### config.mk
export PLATFORM = sky130hd
export DESIGN_NAME = nvsram_pfail_ctrl
export DESIGN_NICKNAME = d
export VERILOG_FILES = /design/src/rtl/nvpc_pkg.sv /design/src/rtl/nvpc_timer.sv /design/src/rtl/nvpc_dirty.sv /design/src/rtl/nvpc_dip.sv /design/src/rtl/nvsram_pfail_ctrl.sv
export SDC_FILE = /design/constraint.sdc
export NUM_CORES = 1
export LEC_CHECK = 0
export ABC_AREA = 0
export CAP_MARGIN = 20
export CORE_MARGIN = 2
export CORE_UTILIZATION = 35
export CTS_CLUSTER_SIZE = 28
export DETAILED_ROUTE_END_ITERATION = 8
export SYNTH_ARGS = -nofsm -noshare
export SYNTH_HDL_FRONTEND = slang
export SYNTH_SLANG_ARGS = --single-unit
### constraint.sdc
create_clock -name clk -period 2.27 [get_ports clk]
set_input_delay 0.3405 -clock clk [delete_from_list [all_inputs] [get_ports clk]]
set_output_delay 0.3405 -clock clk [all_outputs]
set_load 0.01 [all_outputs]
### src/rtl/nvpc_pkg.sv
package nvpc_pkg;

  typedef enum logic [2:0] {
    PH_IDLE   = 3'd0,
    PH_DELAY  = 3'd1,
    PH_STORE  = 3'd2,
    PH_RECALL = 3'd3,
    PH_OFF    = 3'd4
  } nv_phase_e;

  // A phase lasting n cycles loads n-1 into the down counter; zero is treated as one.
  function automatic int unsigned phase_load(int unsigned n);
    return (n == 0) ? 0 : n - 1;
  endfunction

  function automatic int unsigned max3(int unsigned a, int unsigned b, int unsigned c);
    int unsigned m;
    m = (a > b) ? a : b;
    return (m > c) ? m : c;
  endfunction

endpackage

### src/rtl/nvpc_timer.sv
module nvpc_timer #(
  parameter int unsigned CNT_W = 8
) (
  input  logic             clk,
  input  logic             rst_n,
  input  logic             load,
  input  logic [CNT_W-1:0] load_val,
  output logic             expired
);
  logic [CNT_W-1:0] cnt_q;

  always_ff @(posedge clk or negedge rst_n) begin
    if (!rst_n)             cnt_q <= '0;
    else if (load)          cnt_q <= load_val;
    else if (cnt_q != '0)   cnt_q <= cnt_q - 1'b1;
  end

  assign expired = (cnt_q == '0);

  // each phase window shrinks by one per cycle until it runs out
  assert_timer_step_R5: assert property (@(posedge clk) disable iff (!rst_n)
    (!load && cnt_q != '0) |=> (cnt_q == $past(cnt_q) - 1'b1));
  assert_timer_hold_R5: assert property (@(posedge clk) disable iff (!rst_n)
    (!load && expired) |=> expired);
endmodule

### src/rtl/nvpc_dirty.sv
module nvpc_dirty (
  input  logic clk,
  input  logic rst_n,
  input  logic host_ce,
  input  logic host_we,
  input  logic blocked,
  input  logic clr,
  output logic wr_evt,
  output logic dirty_q
);
  assign wr_evt = host_ce && host_we && !blocked;

  always_ff @(posedge clk or negedge rst_n) begin
    if (!rst_n)      dirty_q <= 1'b0;
    else if (wr_evt) dirty_q <= 1'b1;
    else if (clr)    dirty_q <= 1'b0;
  end

  assert_write_marks_R3: assert property (@(posedge clk) disable iff (!rst_n)
    wr_evt |=> dirty_q);
  assert_clear_on_done_R7: assert property (@(posedge clk) disable iff (!rst_n)
    (clr && !wr_evt) |=> !dirty_q);
  assert_blocked_ignored_R13: assert property (@(posedge clk) disable iff (!rst_n)
    (blocked && !clr && !dirty_q) |=> !dirty_q);
endmodule

### src/rtl/nvpc_dip.sv
module nvpc_dip (
  input  logic clk,
  input  logic rst_n,
  input  logic supply_ok,
  input  logic clr,
  output logic low_seen
);
  always_ff @(posedge clk or negedge rst_n) begin
    if (!rst_n)          low_seen <= 1'b1;
    else if (!supply_ok) low_seen <= 1'b1;
    else if (clr)        low_seen <= 1'b0;
  end

  assert_dip_latched_R8: assert property (@(posedge clk) disable iff (!rst_n)
    !supply_ok |=> low_seen);
  assert_dip_sticky_R8: assert property (@(posedge clk) disable iff (!rst_n)
    (low_seen && !clr) |=> low_seen);
endmodule

### src/rtl/nvsram_pfail_ctrl.sv
module nvsram_pfail_ctrl #(
  parameter int unsigned DELAY_CYC  = 100,
  parameter int unsigned STORE_CYC  = 1000,
  parameter int unsigned RECALL_CYC = 550
) (
  input  logic       clk,
  input  logic       rst_n,
  input  logic       supply_hi,
  input  logic       supply_ok,
  input  logic       host_ce,
  input  logic       host_we,
  output logic       store_go,
  output logic       recall_go,
  output logic       host_block,
  output logic       standby_ok,
  output logic [2:0] status
);
  import nvpc_pkg::*;

  localparam int unsigned LONGEST = max3(DELAY_CYC, STORE_CYC, RECALL_CYC);
  localparam int unsigned CNT_W   = $clog2(LONGEST + 1) + 1;
  localparam logic [CNT_W-1:0] LD_DELAY  = CNT_W'(phase_load(DELAY_CYC));
  localparam logic [CNT_W-1:0] LD_STORE  = CNT_W'(phase_load(STORE_CYC));
  localparam logic [CNT_W-1:0] LD_RECALL = CNT_W'(phase_load(RECALL_CYC));

  nv_phase_e        ph_q, ph_d;
  logic             tmr_load;
  logic [CNT_W-1:0] tmr_val;
  logic             tmr_expired;
  logic             wr_evt, dirty_q, low_seen;
  logic             store_done, recall_done;

  nvpc_timer #(.CNT_W(CNT_W)) u_timer (
    .clk(clk), .rst_n(rst_n), .load(tmr_load), .load_val(tmr_val), .expired(tmr_expired)
  );

  nvpc_dirty u_dirty (
    .clk(clk), .rst_n(rst_n), .host_ce(host_ce), .host_we(host_we),
    .blocked(host_block), .clr(store_done || recall_done),
    .wr_evt(wr_evt), .dirty_q(dirty_q)
  );

  nvpc_dip u_dip (
    .clk(clk), .rst_n(rst_n), .supply_ok(supply_ok), .clr(recall_done), .low_seen(low_seen)
  );

  always_comb begin
    ph_d        = ph_q;
    tmr_load    = 1'b0;
    tmr_val     = '0;
    store_done  = 1'b0;
    recall_done = 1'b0;
    case (ph_q)
      PH_OFF: if (supply_hi) begin
        if (low_seen) begin
          ph_d = PH_RECALL; tmr_load = 1'b1; tmr_val = LD_RECALL;
        end else begin
          ph_d = PH_IDLE;
        end
      end
      PH_IDLE: if (!supply_hi) begin
        ph_d = PH_DELAY; tmr_load = 1'b1; tmr_val = LD_DELAY;
      end
      PH_DELAY: if (tmr_expired) begin
        if (dirty_q || wr_evt) begin
          ph_d = PH_STORE; tmr_load = 1'b1; tmr_val = LD_STORE;
        end else begin
          ph_d = PH_OFF;
        end
      end
      PH_STORE: if (tmr_expired) begin
        ph_d = PH_OFF; store_done = 1'b1;
      end
      PH_RECALL: begin
        if (!supply_hi)       ph_d = PH_OFF;
        else if (tmr_expired) begin
          ph_d = PH_IDLE; recall_done = 1'b1;
        end
      end
      default: ph_d = PH_OFF;
    endcase
  end

  always_ff @(posedge clk or negedge rst_n) begin
    if (!rst_n) ph_q <= PH_OFF;
    else        ph_q <= ph_d;
  end

  assign store_go   = (ph_q == PH_STORE);
  assign recall_go  = (ph_q == PH_RECALL);
  assign host_block = store_go || recall_go || (ph_q == PH_OFF);
  assign standby_ok = !host_ce && !store_go && !recall_go;
  assign status     = ph_q;

  assert_store_needs_dirty_R6: assert property (@(posedge clk) disable iff (!rst_n)
    $rose(store_go) |-> $past(dirty_q || wr_evt));
  assert_recall_needs_dip_R8: assert property (@(posedge clk) disable iff (!rst_n)
    $rose(recall_go) |-> $past(low_seen && supply_hi));
  assert_store_runs_out_R9: assert property (@(posedge clk) disable iff (!rst_n)
    (store_go && !tmr_expired) |=> store_go);
  assert_strobes_exclusive_R11: assert property (@(posedge clk) disable iff (!rst_n)
    $onehot0({store_go, recall_go}));
  assert_no_standby_busy_R10: assert property (@(posedge clk) disable iff (!rst_n)
    (store_go || recall_go) |-> !standby_ok);
  assert_busy_blocks_R5: assert property (@(posedge clk) disable iff (!rst_n)
    (store_go || recall_go) |-> host_block);
  assert_abort_to_off_R12: assert property (@(posedge clk) disable iff (!rst_n)
    (recall_go && !supply_hi) |=> (status == 3'd4 && low_seen));
endmodule

==> metrics.yaml, run 1 <==
detailed_routing:
  vias_per_cell: 5.31
  wire_per_inst_um: 13.9
  drt-total-wl_um: 2110
  firstDrtPassIters: 4
  remaining_drc_errors: 0
  top_layer_used: "met4"
  vias: 807
  route.met3.wl_um: 49
  antenna_left: 0
  drt_iter0_markers: 17
  met1_length_um: 1020
  met2WireLength_um: 1010
sta:
  slew_violations: 0
  layout_worst_path_cycle_share: 0.955
  clock-skew-final_ps: 4.50
  finalHoldViolCount: 0
  worst_pin_slew_ps: 698
  maxSlewHeadroom: 0.533
  tns_ps: 0
  max_freq_mhz: 461
  hold_ws_ps: 460
  min_period_ps: 2170
  rsz0062_at_grt: "false"
  setup_viol_count_final: 0
clock_network:
  clkTransAtPathRegs_ps: 100
  root_buffer: "clkbuf_4"
  h-tree-depth: 1
  cts_tree: "done"
  post_cts_buffers: 0
  clock_latency_ps: 290
  cts.path.max_buffers: 2
  cts_buffers: 3
  cts_sinks: 16
global_route:
  grt_max_degree: 17
  grt_overflow: 0
  grt_pass1_vias: 770
  track_usage: 0.142
  antenna_found_initial: 0
  grt_pass1_wl_um: 3490
flow_run:
  drv_cap: 0
placement:
  gp_congestion: 0.910
  numPortBuffers: 12
  dp_hpwl_um: 1620
worst_setup_path:
  cpMaxStageDelayCell: "dfrtp_1"
  crit_fanout: 10
  slowest_delay_ps: 550
  cp-start-kind: "flip-flop"
  cp_data_arrival_time_ps: 1830
  ff2ff_setup_slack_ps: 290
  endpoint_kind: "primary output"
  path_cells: "nor2b_1 -> a21oi_1 -> inv_1 -> clkdlybuf4s50_1"
  cp.required_ps: 1930
  criticalPathCategory: "reg2out"
yosys:
  syn_nets: 113
  syn_avg_cell_area_um2: 9.10
  ys_seq_area_frac: 0.418
  ys_types: 41
  ys_seq_elements: 16
  yosysTopAreaCell: "dfrtp_1"
  yosysTopAreaCellShare: 0.363
  ys_warn_count: 0
  syn_inst: 106
  synth.area.top_cells: "dfrtp_1 36%, dfstp_2 5.4%, nand2_1 4.3%"
  syn-cell-area_um2: 965
run_status:
  status: "finished, final reports clean"
die:
  fp.dieH_um: 56.5
  core_area_um2: 2690
  dieWidth_um: 56.5
  pin_count: 13
  start_util: 0.359
  dieArea_um2: 3190
  rows: 19
power_and_ir_drop:
  total_power_w: 0.00144
  vdd_drop_max_uv: 822
  power_density_nw_per_um2: 1250
  p_leak_nw: 0.451
final_layout:
  fin_nets: 129
  drive_above_1_share: 0.124
  syn_to_final_growth_pct: 19.7
  antenna_cells: 0
hold_path:
  hold_path_class: "in2async"
## cells in the mapped netlist, drive strengths merged
cell type	number
xnor2	2
a31oi	3
and3	1
mux2i	1
ha	1
o21a	2
dfstp	2
nand3	5
inv	5
mux2	1
nand2	11
buf	2
nand2b	2
nand3b	1
nor2	10
dfrtp	14
o311ai	1
o311a	1
o21ai	9
a221oi	1
o211ai	1
nor2b	2
a21o	1
nor4b	1
nor3b	1
nor4	4
a21oi	7
nor3	4
and4bb	1
clkbuf	2
nand4	1
a211o	1
xor2	2
a21boi	1
o41ai	1
o31ai	1
## state kept, by name, indices dropped and copies added, names as in the netlist
| name | count |
|---|---|
| u_dip.low_seen | 1 |
| u_timer.cnt_q | 11 |
| status | 3 |
| u_dirty.dirty_q | 1 |
## logic make-up (layout without fill, tap and decap cells)
family                     count (synthesis)  in the layout  share of synthesized area
adders and majority gates                  1              1                     0.0130
xor gates and xnor gates                   4              4                     0.0363
DFF                                       16             16                      0.418
buffers and inverters                      9             24                     0.0402
AOI/OAI and AO/OA                         30             30                      0.202
and+or+nand+nor                           44             44                      0.268
muxes                                      2              2                     0.0220
## repair_timing
item | CTS | global route
endpoints found under the setup margin | 0 | 1
hold buffers | 0 | 0
resized for setup | 0 | 1
## power breakdown
group / total [W] / switching [W] / internal [W]
clock network: 0.000161 / 0.0000926 / 0.0000684
logic: 0.000743 / 0.000370 / 0.000373
registers: 0.000538 / 0.000151 / 0.000387
total: 0.00144 / 0.000613 / 0.000829
## area by class of cell
cell class | count | area (um2)
sequential | 16 | 403
inverter | 5 | 18.8
multi-input combinational | 81 | 526
tap | 31 | 38.8
fill | 273 | 1530
clock buffer | 4 | 26.3
timing repair buffer | 15 | 143
## worst paths after layout
check                                              from  cells after the start                      endpoint
hold reg to reg              u_dip.low_seen$_DFFE_PN1P_                      2    u_dip.low_seen$_DFFE_PN1P_
min in group clk             u_dip.low_seen$_DFFE_PN1P_                      2    u_dip.low_seen$_DFFE_PN1P_
hold / removal                                    rst_n                      1  u_timer.cnt_q[4]$_DFFE_PN0P_
setup / recovery                  status[1]$_DFFE_PN0P_                      4                    host_block
setup reg to reg           u_timer.cnt_q[0]$_DFFE_PN0P_                      6  u_timer.cnt_q[5]$_DFFE_PN0P_
max in group asynchronous                         rst_n                      1   u_dirty.dirty_q$_DFFE_PN0P_
## critical path, delay by kind of cell (launching register included)
family | cells | cell delay [ps]
AO/OA/AOI/OAI | 1 | 90
buffers and inverters | 2 | 610
flip-flops | 1 | 550
AND/OR/NAND/NOR | 1 | 290
## routing by layer
layer  up-vias  track usage
li1        419            -
met1       375        0.199
met2        10        0.221
met3         3       0.0138
met4         0       0.0612
met5         -            0
## through the flow
stage	utilization	instances	instance area, um2	setup slack [ps]
after global placement	0.419	148	1130	355
after floorplan	-	106	965	532
after global routing	0.430	152	1150	18.9
final	0.430	152	1150	103
after detailed placement	0.419	148	1130	291
after CTS	0.429	152	1150	43.5
## placed cells by master, fill, tap and decap left out, types with 2 or more instances in the layout
cell type,synthesis,final
dfrtp_1,14,14
clkdlybuf4s50_1,0,12
nand2_1,11,11
nor2_1,10,9
a21oi_1,7,7
nand3_1,5,5
o21ai_1,5,5
inv_1,4,4
nor3_1,4,4
o21ai_0,4,4
a31oi_1,3,3
clkbuf_4,0,3
buf_4,1,3
nand2b_1,2,2
nor2b_1,2,2
nor4_1,2,2
o21a_1,2,2
xnor2_1,2,2
xor2_1,2,2
dfstp_2,2,2
(Power assumes the default switching activity.)
==> inputs of run 2 (changes only) <==
Settings changed: CTS_CLUSTER_SIZE 28 to 10.
==> results of run 2 <==
Final layout, timing and power as in run 1 (identical DEF).
